**src/rtl/gpio_wake_pkg.sv**
```systemverilog
package gpio_wake_pkg;
  localparam int unsigned ADDR_W = 3;
  typedef enum logic [ADDR_W-1:0] {
    A_DIR   = 3'd0,
    A_INV   = 3'd1,
    A_DATA  = 3'd2,
    A_POL   = 3'd3,
    A_RPWR  = 3'd4,
    A_RMGMT = 3'd5,
    A_STAT  = 3'd6
  } gpio_addr_e;
endpackage

```
**src/rtl/gpio_rst_sync.sv**
```systemverilog
module gpio_rst_sync (
  input  logic clk,
  input  logic arst_n,
  output logic srst_n
);
  logic [1:0] stg_q;
  always_ff @(posedge clk or negedge arst_n) begin
    if (!arst_n) stg_q <= 2'b00;
    else         stg_q <= {stg_q[0], 1'b1};
  end
  assign srst_n = stg_q[1];
endmodule

```
**src/rtl/gpio_sync.sv**
```systemverilog
module gpio_sync #(
  parameter int unsigned W = 8
) (
  input  logic         clk,
  input  logic         rst_n,
  input  logic [W-1:0] d,
  output logic [W-1:0] q
);
  logic [W-1:0] s1_q, s2_q;
  always_ff @(posedge clk or negedge rst_n) begin
    if (!rst_n) begin
      s1_q <= '0;
      s2_q <= '0;
    end else begin
      s1_q <= d;
      s2_q <= s1_q;
    end
  end
  assign q = s2_q;
endmodule

```
**src/rtl/gpio_wake_cell.sv**
```systemverilog
module gpio_wake_cell (
  input  logic clk,
  input  logic rst_n,
  input  logic armed,
  input  logic lvl,
  input  logic pol,
  input  logic clr,
  output logic status
);
  logic prev_q, stat_q, stat_d, hit;

  always_comb begin
    hit    = armed & (pol ? (~lvl & prev_q) : (lvl & ~prev_q));
    stat_d = hit | (stat_q & ~clr);
  end

  always_ff @(posedge clk or negedge rst_n) begin
    if (!rst_n) begin
      prev_q <= 1'b0;
      stat_q <= 1'b0;
    end else begin
      prev_q <= lvl;
      stat_q <= stat_d;
    end
  end

  assign status = stat_q;
endmodule

```
**src/rtl/gpio_wake_bank.sv**
```systemverilog
module gpio_wake_bank
  import gpio_wake_pkg::*;
#(
  parameter int unsigned NPIN    = 8,
  parameter int unsigned WAKE_LO = 5,
  parameter int unsigned NWAKE   = 3
) (
  input  logic              clk,
  input  logic              rst_n,
  input  logic              reg_we,
  input  logic [ADDR_W-1:0] reg_addr,
  input  logic [NPIN-1:0]   reg_wdata,
  output logic [NPIN-1:0]   reg_rdata,
  input  logic [NPIN-1:0]   pin_in,
  output logic [NPIN-1:0]   pin_out,
  output logic [NPIN-1:0]   pin_oe,
  output logic              pwr_wake_n,
  output logic              mgmt_wake_n
);
  localparam int unsigned ARM_W = 3;

  logic              irst_n;
  logic [NPIN-1:0]   sync_q;
  logic [NPIN-1:0]   dir_q, dir_d, inv_q, inv_d, dout_q, dout_d;
  logic [NWAKE-1:0]  pol_q, pol_d, rpwr_q, rpwr_d, rmgmt_q, rmgmt_d;
  logic [NWAKE-1:0]  status_q, clr_bits;
  logic [ARM_W-1:0]  arm_q;
  logic              wr_dir, wr_inv, wr_data, wr_pol, wr_rpwr, wr_rmgmt, wr_stat;

  gpio_rst_sync u_rst (.clk(clk), .arst_n(rst_n), .srst_n(irst_n));

  gpio_sync #(.W(NPIN)) u_sync (.clk(clk), .rst_n(irst_n), .d(pin_in), .q(sync_q));

  // write decode
  always_comb begin
    wr_dir   = reg_we && (reg_addr == A_DIR);
    wr_inv   = reg_we && (reg_addr == A_INV);
    wr_data  = reg_we && (reg_addr == A_DATA);
    wr_pol   = reg_we && (reg_addr == A_POL);
    wr_rpwr  = reg_we && (reg_addr == A_RPWR);
    wr_rmgmt = reg_we && (reg_addr == A_RMGMT);
    wr_stat  = reg_we && (reg_addr == A_STAT);
    clr_bits = wr_stat ? reg_wdata[NWAKE-1:0] : '0;
  end

  // next state
  always_comb begin
    dir_d   = wr_dir   ? reg_wdata              : dir_q;
    inv_d   = wr_inv   ? reg_wdata              : inv_q;
    dout_d  = wr_data  ? reg_wdata              : dout_q;
    pol_d   = wr_pol   ? reg_wdata[NWAKE-1:0]   : pol_q;
    rpwr_d  = wr_rpwr  ? reg_wdata[NWAKE-1:0]   : rpwr_q;
    rmgmt_d = wr_rmgmt ? reg_wdata[NWAKE-1:0]   : rmgmt_q;
  end

  always_ff @(posedge clk or negedge irst_n) begin
    if (!irst_n) begin
      dir_q   <= '1;
      inv_q   <= '0;
      dout_q  <= '0;
      pol_q   <= '0;
      rpwr_q  <= '0;
      rmgmt_q <= '0;
      arm_q   <= '0;
    end else begin
      dir_q   <= dir_d;
      inv_q   <= inv_d;
      dout_q  <= dout_d;
      pol_q   <= pol_d;
      rpwr_q  <= rpwr_d;
      rmgmt_q <= rmgmt_d;
      arm_q   <= {arm_q[ARM_W-2:0], 1'b1};
    end
  end

  genvar k;
  generate
    for (k = 0; k < NWAKE; k++) begin : g_wake
      gpio_wake_cell u_cell (
        .clk   (clk),
        .rst_n (irst_n),
        .armed (arm_q[ARM_W-1]),
        .lvl   (sync_q[WAKE_LO+k]),
        .pol   (pol_q[k]),
        .clr   (clr_bits[k]),
        .status(status_q[k])
      );
    end
  endgenerate

  // read mux
  always_comb begin
    reg_rdata = '0;
    case (reg_addr)
      A_DIR:   reg_rdata = dir_q;
      A_INV:   reg_rdata = inv_q;
      A_DATA:  reg_rdata = (dir_q & (sync_q ^ inv_q)) | (~dir_q & dout_q);
      A_POL:   reg_rdata[NWAKE-1:0] = pol_q;
      A_RPWR:  reg_rdata[NWAKE-1:0] = rpwr_q;
      A_RMGMT: reg_rdata[NWAKE-1:0] = rmgmt_q;
      A_STAT:  reg_rdata[NWAKE-1:0] = status_q;
      default: reg_rdata = '0;
    endcase
  end

  assign pin_out     = dout_q ^ inv_q;
  assign pin_oe      = ~dir_q;
  assign pwr_wake_n  = ~|(status_q & rpwr_q);
  assign mgmt_wake_n = ~|(status_q & rmgmt_q);
endmodule

```
**config.mk**
```make
export PLATFORM = sky130hd
export DESIGN_NAME = gpio_wake_bank
export DESIGN_NICKNAME = d
export VERILOG_FILES = /design/src/rtl/gpio_wake_pkg.sv /design/src/rtl/gpio_rst_sync.sv /design/src/rtl/gpio_sync.sv /design/src/rtl/gpio_wake_cell.sv /design/src/rtl/gpio_wake_bank.sv
export SDC_FILE = /design/constraint.sdc
export NUM_CORES = 1
export LEC_CHECK = 0
export ABC_AREA = 1
export BUFFER_PORTS_ARGS = -buffer_cell sky130_fd_sc_hd__buf_4
export CAP_MARGIN = 15
export CORE_ASPECT_RATIO = 0.7
export CORE_MARGIN = 8
export CORE_UTILIZATION = 25
export DETAILED_ROUTE_END_ITERATION = 8
export GPL_TIMING_DRIVEN = 0
export PLACE_DENSITY = 0.49
export SKIP_LAST_GASP = 1
export SYNTH_ARGS = -nofsm -noshare
export SYNTH_HDL_FRONTEND = slang
export SYNTH_SLANG_ARGS = --single-unit
```
**constraint.sdc**
```tcl
create_clock -name clk -period 4.4 [get_ports clk]
set_input_delay 0.22 -clock clk [delete_from_list [all_inputs] [get_ports clk]]
set_output_delay 0.22 -clock clk [all_outputs]
set_load 0.01 [all_outputs]
```
# Word level (Yosys, flattened, before mapping)
# Index checks and enable logic that the tools add are counted.
# word_totals
out_inout_bits	26
regBits	60
in_bits	22
wordCells	72
# classes
mux	6
reduce_logical	12
bitwise	32
n_eq_ne	6
# op_table
operator	n
$pmux W3 S7	1
$and A8 B8 Y8	2
$xor A8 B8 Y8	2
$pmux W5 S3	1
$and A1 B1 Y1	12
$eq A3 B3 Y1 const B	3
$not A1 Y1	9
$not A8 Y8	1
$or A8 B8 Y8	1
$logic_and A1 B1 Y1	7
$and A3 B3 Y3	2
$eq A3 B2 Y1 const B	2
$reduce_or A3 Y1	2
$eq A3 B1 Y1 const B	1
$logic_not A3 Y1	1
$mux W1	3
$mux W3	1
$or A1 B1 Y1	3
$logic_not A1 Y1	2

# Depth between registers and ports, before layout
# Gate-level depths: netlist of the first run.
# depth
depth_word	6
ltp_mapped	7
depth_no_buf	6

# By module
# From an unflattened synthesis of the first run, not the netlist that was laid out.
# hier_totals
cells_unflattened	304
area_unflattened_um2	2711.4
# modules_own_cells
mod	cells_per_inst	seq_area_each_um2	instances	area_per_inst_um2
gpio_wake_bank	252	910.9	1	2001.9
gpio_sync	16	400.4	1	400.4
gpio_wake_cell	11	50.0	3	85.1
gpio_rst_sync	3	50.0	1	53.8

# Worst setup path after synthesis of the first run
# OpenSTA, ideal clock, no wires.
# synth_path
path_kind	input to output
startpoint	in reg_addr[0]
endpoint	out reg_rdata[3]
path_buffers	1
slack_ns	3.263
arrival_time_ns	0.917
stages	6
required_time_ns	4.180
path_cell_list	buf_6 > nor2_4 > nand2_1 > o21ai_0 > inv_1 > nand2_1
# synth_between
elab_chain_len	2
word_cells_on_any_way	4
classes_between	2 x eq/ne; 1 x mux; 1 x reduce/logical
# synth_rtl
element	line_no	source
start: declaration	gpio_wake_bank.sv:11	input logic [ADDR_W-1:0] reg_addr,
$eq A3 B2 Y1 (tied with other cells)	gpio_wake_bank.sv:94	case (reg_addr)
$pmux W5 S3 (*)	gpio_wake_bank.sv:94	
end: declaration	gpio_wake_bank.sv:13	output logic [NPIN-1:0] reg_rdata,
# Every way passes the cells marked *; elsewhere a longest branch is shown, timed or not.

# Worst setup path after layout of the first run
# layout_path
startpoint	reg dir_q[1]
endpoint	out reg_rdata[1]
# layout_between
elab_chain_len	4
word_cells_on_any_way	5
classes_between	1 x mux; 4 x bitwise
# layout_rtl
element	line_no	source
start: declaration	gpio_wake_bank.sv:24	logic [NPIN-1:0] dir_q, dir_d, inv_q, inv_d, dout_q, dout_d;
start signal: assignment	gpio_wake_bank.sv:66	dir_q <= dir_d;
$not A8 Y8	gpio_wake_bank.sv:97	A_DATA: reg_rdata = (dir_q & (sync_q ^ inv_q)) | (~dir_q & dout_q);
$and A8 B8 Y8	gpio_wake_bank.sv:97	
$or A8 B8 Y8	gpio_wake_bank.sv:97	
$pmux W3 S7 (*)	gpio_wake_bank.sv:94	
# Marks and branches as above.

==> summary.txt, run 1 <==
Yosys
  • Compound-gate portion of the synthesized area: 0.112
  • Synth Register Bits: 60
  • Synth top area share: 0.472
  • Cells after synthesis: 299
  • XOR/XNOR Fraction of Synth Area: 0.0445
  • Largest family of logic cells by synthesized area: simple AND/OR/NAND/NOR gates
  • Syn Area/Cell: 9.22 um^2
  • Yosys cell types: 27
  • Cell taking the most area after synthesis: dfrtp_1
  • Adder-Cell Fraction of Synth Area: 0
  • Largest cells by area after synthesis: dfrtp_1 47%, nand2_1 10%, dfstp_2 7.6%
  • Post-Syn Area: 2760 um^2
  • Sequential area share after synthesis: 0.548
  • Post-synthesis mux area share: 0
  • Synthesis Warnings: 0
  • Synth Area in Simple Gates: 0.222

Floorplan
  • Starting Density: 0.253
  • Cell Rows: 32
  • Die H: 104 um
  • Die area: 14700 um^2
  • Die Wd: 142 um
  • Core area: 10900 um^2
  • # IOs: 48

Placement
  • Placed cell count: 500
  • PortBufs: 46
  • Place WS: 2.82 ns
  • Global placer's final weighted congestion: 0.780
  • HPWL Detailed: 5350 um

Global route
  • Total track usage: 0.105
  • First-pass GRT wire length: 11900 um
  • Vias in the first global route: 2236
  • Met1 Use GR: 0.146
  • Global routing's busiest layer: met1
  • Largest net degree at the start of global routing: 31
  • GR Util met3: 0.0413
  • Initial antenna violation count: 0
  • Met2 usage: 0.140
  • GRT overflow: 0

Finish
  • Final Non-Filler Cells: 525
  • Final nets: 389
  • Synthesis-to-layout area growth: 34.9%
  • Layout cells sized above 1: 0.263
  • N_diodes: 0

Power
  • Sequential power share: 0.402
  • Switching pwr: 0.525 mW
  • Sw frac: 0.296
  • Clk pwr share: 0.406
  • P_int: 1.25 mW
  • Comb pwr share: 0.192
  • Leak: 1.78 nW
  • VDD IR max: 0.230 mV
  • Cell Pwr Density: 477 nW/um^2

Detailed routing
  • DR vias: 2250
  • Pre-Repair DR Iteration Count: 5
  • Wirelength per Cell: 13.6 um
  • Via/cell ratio: 4.29
  • First DRT Iteration DRCs: 116
  • Routed WL: 7140 um
  • Final ANT Viol Nets: 0
  • Remaining DRCs: 0

STA
  • Final worst clock skew: 0.00438 ns
  • Slew Limit Fails: 0
  • RSZ-0062 raised after global routing: no
  • Fin crit share: 0.363
  • Setup violations, final: 0
  • Relative slew slack: 0.579
  • Final WS setup: 2.80 ns
  • F_max: 625 MHz
  • Worst-margin pin slew: 0.632 ns
  • Minimum clock period: 1.60 ns
  • Final Hold Fails: 0
  • Aggregate negative setup slack: 0 ns

Setup path
  • Most used cell, CP: nor2_1
  • Crit path DAT: 1.38 ns
  • Worst Setup End Kind: output port
  • CP max FO: 5
  • Crit path largest cell delay: 0.58 ns
  • Delay-heaviest family, CP: flip-flops
  • CP Launch Type: flip-flop
  • CP required: 4.18 ns
  • CP max stage cell: dfstp_2
  • CP Cell Sequence: nor2_1 > nor2_1 > nand2_1 > nand3_1 > buf_4
  • Bufs and invs on worst path: 1
  • Crit Path Category: reg2out

Clocking
  • CTS resizes: 0
  • Clock tree from TritonCTS: built
  • Htree depth: 3
  • Root Buffer: clkbuf_16
  • Clock-pin slew on the worst setup and hold paths: 0.06 ns
  • Post-CTS Setup Inserts: 0
  • Maximum clock path buffer count: 2
  • Clk Latency, worst-skew pair: 0.33 ns
  • Total CTS buffers: 9
  • Total clock sinks: 60

Status
  • Status: finished, final reports clean

Run
  • Max cap viols: 0

Hold path
  • Min-delay worst type: in2reg
synthesized netlist by cell type:
| master | n |
|---|---|
| a21oi_1 | 4 |
| a22o_1 | 2 |
| buf_2 | 1 |
| buf_4 | 1 |
| buf_6 | 5 |
| conb_1 | 1 |
| dfrtp_1 | 52 |
| dfstp_2 | 8 |
| inv_1 | 31 |
| inv_2 | 1 |
| inv_6 | 1 |
| nand2_1 | 76 |
| nand2_4 | 1 |
| nand3_1 | 17 |
| nand3_4 | 2 |
| nand4_1 | 7 |
| nand4_2 | 1 |
| nand4_4 | 1 |
| nor2_1 | 21 |
| nor2_2 | 2 |
| nor2_4 | 1 |
| nor3_4 | 1 |
| o21ai_0 | 38 |
| o21ai_1 | 2 |
| o21ai_2 | 8 |
| xnor2_1 | 1 |
| xor2_1 | 13 |
registers in the layout (all words and copies together), names as in the netlist:
name,flops
u_rst.stg_q,2
u_sync.q,8
inv_q,8
rpwr_q,3
rmgmt_q,3
pol_q,3
dir_q,8
u_sync.s1_q,8
g_wake.u_cell.status,3
dout_q,8
arm_q,3
g_wake.u_cell.prev_q,3
layout by cell type, fill, tap and decap left out:
cell and count:
nand4_2 1, nand3_1 17, a21oi_1 4, dlygate4sd3_1 9
o21ai_2 8, buf_4 47, nor2_1 21, buf_12 1
nand3_4 2, a22o_1 2, inv_8 1, xnor2_1 1
xor2_1 13, nand4_1 7, clkbuf_16 9, bufinv_16 1
nor2_2 2, nor2_4 1, nand4_4 1, inv_6 3
buf_2 1, dfrtp_2 1, o21ai_0 38, nand2_1 76
dfstp_2 8, nor3_4 1, nand2_4 1, dfrtp_1 51
inv_2 1, clkinvlp_4 1, clkinv_4 2, inv_1 31
o21ai_1 2, conb_1 2, buf_6 5
cell families after synthesis:
kind of cell	Yosys count
flip-flops	60
buffers and inverters	40
XOR/XNOR	14
AND/OR/NAND/NOR	130
other	1
AO/OA/AOI/OAI	54
path summary, 6_finish.rpt:
kind	from	to	slack (ns)	depth (start not counted)
max	dir_q[1]	reg_rdata[1]	2.80	5
min	reg_wdata[2]	g_wake[2].u_cell.status	0.15	4
max reg2reg	u_rst.stg_q[1]	dir_q[3]	3.45	1
min reg2reg	u_rst.stg_q[1]	u_sync.s1_q[7]	0.29	0
max in group asynchronous	u_rst.stg_q[1]	dir_q[3]	3.45	1
min in group asynchronous	rst_n	u_rst.stg_q[1]	0.19	2
power groups by stage:
stage                     Clock [mW]  Combinational (mW)  Sequential, mW
final                          0.720               0.340           0.714
after global routing           0.768               0.384           0.727
after CTS                      0.746               0.348           0.714
after detailed placement           0               0.341           0.723
after global placement             0               0.329           0.726
after floorplan                    0               0.186           0.703
final cells by class:
cell class                      count  area (um^2)
Buffer                              7         68.8
Clock buffer                        9          225
Clock inverter                      7         83.8
Fill cell                        1174         7170
Inverter                           33          129
Multi-Input combinational cell    200         1050
Sequential cell                    60         1510
Tap cell                          153          191
Timing Repair Buffer               56          455
metal layers:
layer / vias to the layer above / wire length (um)
met3: 7 / 425
li1: 1101 / -
met5: - / 0
met4: 0 / 80
met1: 1083 / 3700
met2: 59 / 2940
what timing repair did:
action | 4_1_cts | 5_1_grt
setup endpoints to repair | 0 | 0
endpoints found under the hold margin | 10 | 0
hold buffers | 9 | 0
stage by stage:
step | area [um^2] | utilization | power (mW) | hold slack [ns]
after global routing | 3720 | 0.341 | 1.88 | 0.162
after CTS | 3720 | 0.341 | 1.81 | 0.133
after floorplan | 2760 | - | 0.889 | -0.0756
after detailed placement | 3320 | 0.305 | 1.06 | 0.00404
final | 3720 | 0.341 | 1.77 | 0.146
after global placement | 3300 | 0.303 | 1.05 | 0.00269
No activity file was read; power rests on OpenSTA's default activity.
==> run 2: changes to the inputs <==
Settings changed: PLACE_DENSITY 0.49 to 0.5.
Clock period 4.4 ns to 1.37 ns, I/O delays scaled along.
==> run 2 against run 1 <==
Against the previous run:
- clock power rose to 3.0 times the previous value
- the run now ends with negative setup slack left
- clock-buffer cell count is 2 higher
- largest power group is now sequential cells
- critical endpoint is now reg_rdata[5]
- die area did not move
- largest cell class unchanged
==> summary.txt, run 2 (synthesized netlist as in run 1, its figures left out) <==
STA
  • Minimum clock period: 1.39 ns
  • Slew Limit Fails: 0
  • F_max: 721 MHz
  • Final hold slack: 0.0256 ns
  • Fin crit share: 1.01
  • RSZ-0062 raised after global routing: yes
  • Worst-margin pin slew: 0.661 ns
  • Relative slew slack: 0.560
  • Setup violations, final: 4
  • Final worst clock skew: 0.00281 ns
  • Final WS setup: -0.0171 ns
  • Final Hold Fails: 0

Detailed routing
  • Wirelength per Cell: 13.9 um
  • Remaining DRCs: 0
  • Pre-Repair DR Iteration Count: 4
  • Via/cell ratio: 4.23
  • Routed WL: 7420 um
  • DR vias: 2258
  • First DRT Iteration DRCs: 178
  • Final ANT Viol Nets: 0

Finish
  • Synthesis-to-layout area growth: 39.9%
  • Final nets: 398
  • Commonest non-fill, non-tap cell in the layout: nand2_1
  • Commonest cells after routing, fill and taps aside: 73 x nand2_1, 47 x buf_4, 47 x dfrtp_1, 29 x o21ai_0, 26 x inv_1
  • N_diodes: 0
  • Filler instances: 1110
  • Layout cells sized above 1: 0.333
  • Post-route cell area: 3860 um^2

Run
  • Max cap viols: 0

Setup path
  • Most used cell, CP: buf_4
  • CP Launch Type: input port
  • Bufs and invs on worst path: 5
  • Crit Path Category: in2out
  • CP required: 1.30 ns
  • FF-to-FF path depth: 1
  • Reg-to-Reg End: dir_q[1]
  • Crit path DAT: 1.32 ns
  • R2R setup slack: 0.39 ns
  • Worst Setup End Kind: output port
  • Reg2reg start: u_rst.stg_q[1]
  • Delay-heaviest family, CP: buffers and inverters
  • Crit path largest cell delay: 0.29 ns
  • CP max stage cell: nand2_1
  • CP Cell Sequence: buf_4 > inv_2 > buf_4 > nand2_1 > o21ai_1 > inv_1 > nand2_2 > buf_6
  • CP max FO: 10

Status
  • Status: finished with violations
  • Failing checks: negative setup slack

Placement
  • PortBufs: 46
  • Place WS: 0.0675 ns
  • HPWL Detailed: 5240 um
  • Global placer's final weighted congestion: 0.764
  • Dpl cell area: 3320 um^2

Hold path
  • Min-delay worst type: in2reg
  • Hold wc startpoint: reg_wdata[6]
  • Worst Hold End: inv_q[6]
  • Worst hold path depth: 3

Global route
  • GRT overflow: 0
  • Total track usage: 0.105
  • Largest net degree at the start of global routing: 31
  • Vias in the first global route: 2214
  • First-pass GRT wire length: 11900 um
  • Initial antenna violation count: 0

Power
  • Cell Pwr Density: 1470 nW/um^2
  • VDD IR max: 0.659 mV
  • Leak: 1.83 nW

Clocking
  • Clk Latency, worst-skew pair: 0.32 ns
  • Maximum clock path buffer count: 2
  • Total CTS buffers: 9
  • Total clock sinks: 60
  • Clock-pin slew on the worst setup and hold paths: 0.05 ns
  • Root Buffer: clkbuf_16
  • Clock tree from TritonCTS: built
  • Htree depth: 3

Floorplan
  • Core area: 10900 um^2
  • Starting Density: 0.253
  • Die Wd: 142 um
  • # IOs: 48
  • Die H: 104 um
  • Die area: 14700 um^2
  • Cell Rows: 32
## run 2: changes by cell type in the layout (fill, tap and decap cells not counted), sizes merged
cell         previous run  this run
clkbuf                  9        11
clkinv                  2         3
dlygate4sd3             9        12
inv                    36        33
buf                    54        60
## run 2: layout make-up
type                       instances  area (um^2)  share of cell area
clock inverter                     5         52.6              0.0136
inverter                          33          131              0.0341
clock buffer                      11          233              0.0604
tap                              153          191              0.0496
buffer                             7         68.8              0.0178
multi-input combinational        200         1110               0.287
timing repair buffer              65          553               0.143
sequential                        60         1520               0.394
## run 2: report_power, final
part	total [mW]	switching, mW	internal, mW
clock	2.15	0.756	1.40
sequential	2.31	0.258	2.05
combinational	1.22	0.611	0.606
## run 2: stage by stage
stage / instances / total power [mW] / TNS [ns] / util
5_1_grt: 534 / 5.99 / -0.621 / 0.354
3_5_place_dp: 500 / 3.41 / 0 / 0.305
6_report: 534 / 5.68 / -0.0489 / 0.354
2_1_floorplan: 300 / 2.86 / 0 / -
3_3_place_gp: 499 / 3.39 / -2.32 / 0.303
4_1_cts: 531 / 5.71 / -0.0456 / 0.348
## run 2: worst max path at each step
stage / start / endpoint / depth (start not counted)
6_report: reg_addr[2] / reg_rdata[5] / 8
4_1_cts: dir_q[2] / reg_rdata[2] / 5
2_1_floorplan: u_rst.stg_q[1] / arm_q[0] / 0
3_3_place_gp: u_rst.stg_q[1] / u_sync.q[0] / 0
3_5_place_dp: reg_addr[2] / reg_rdata[5] / 8
5_1_grt: reg_addr[2] / reg_rdata[6] / 8
## run 2: routing by layer
layer	GRT usage	wire [um]	up-vias	part of all wire
li1	-	-	1118	-
met5	0	0	-	0
met1	0.154	3930	1076	0.53
met2	0.132	2980	56	0.40
met4	0.0321	66	0	0.0089
met3	0.0477	447	8	0.060
## run 2: what timing repair did
item,CTS,global route
gates cloned,0,0
pin swaps,9,19
endpoints found under the setup margin,9,9
endpoints found under the hold margin,13,0
setup buffers,3,3
resized for setup,24,17
hold buffers,12,0
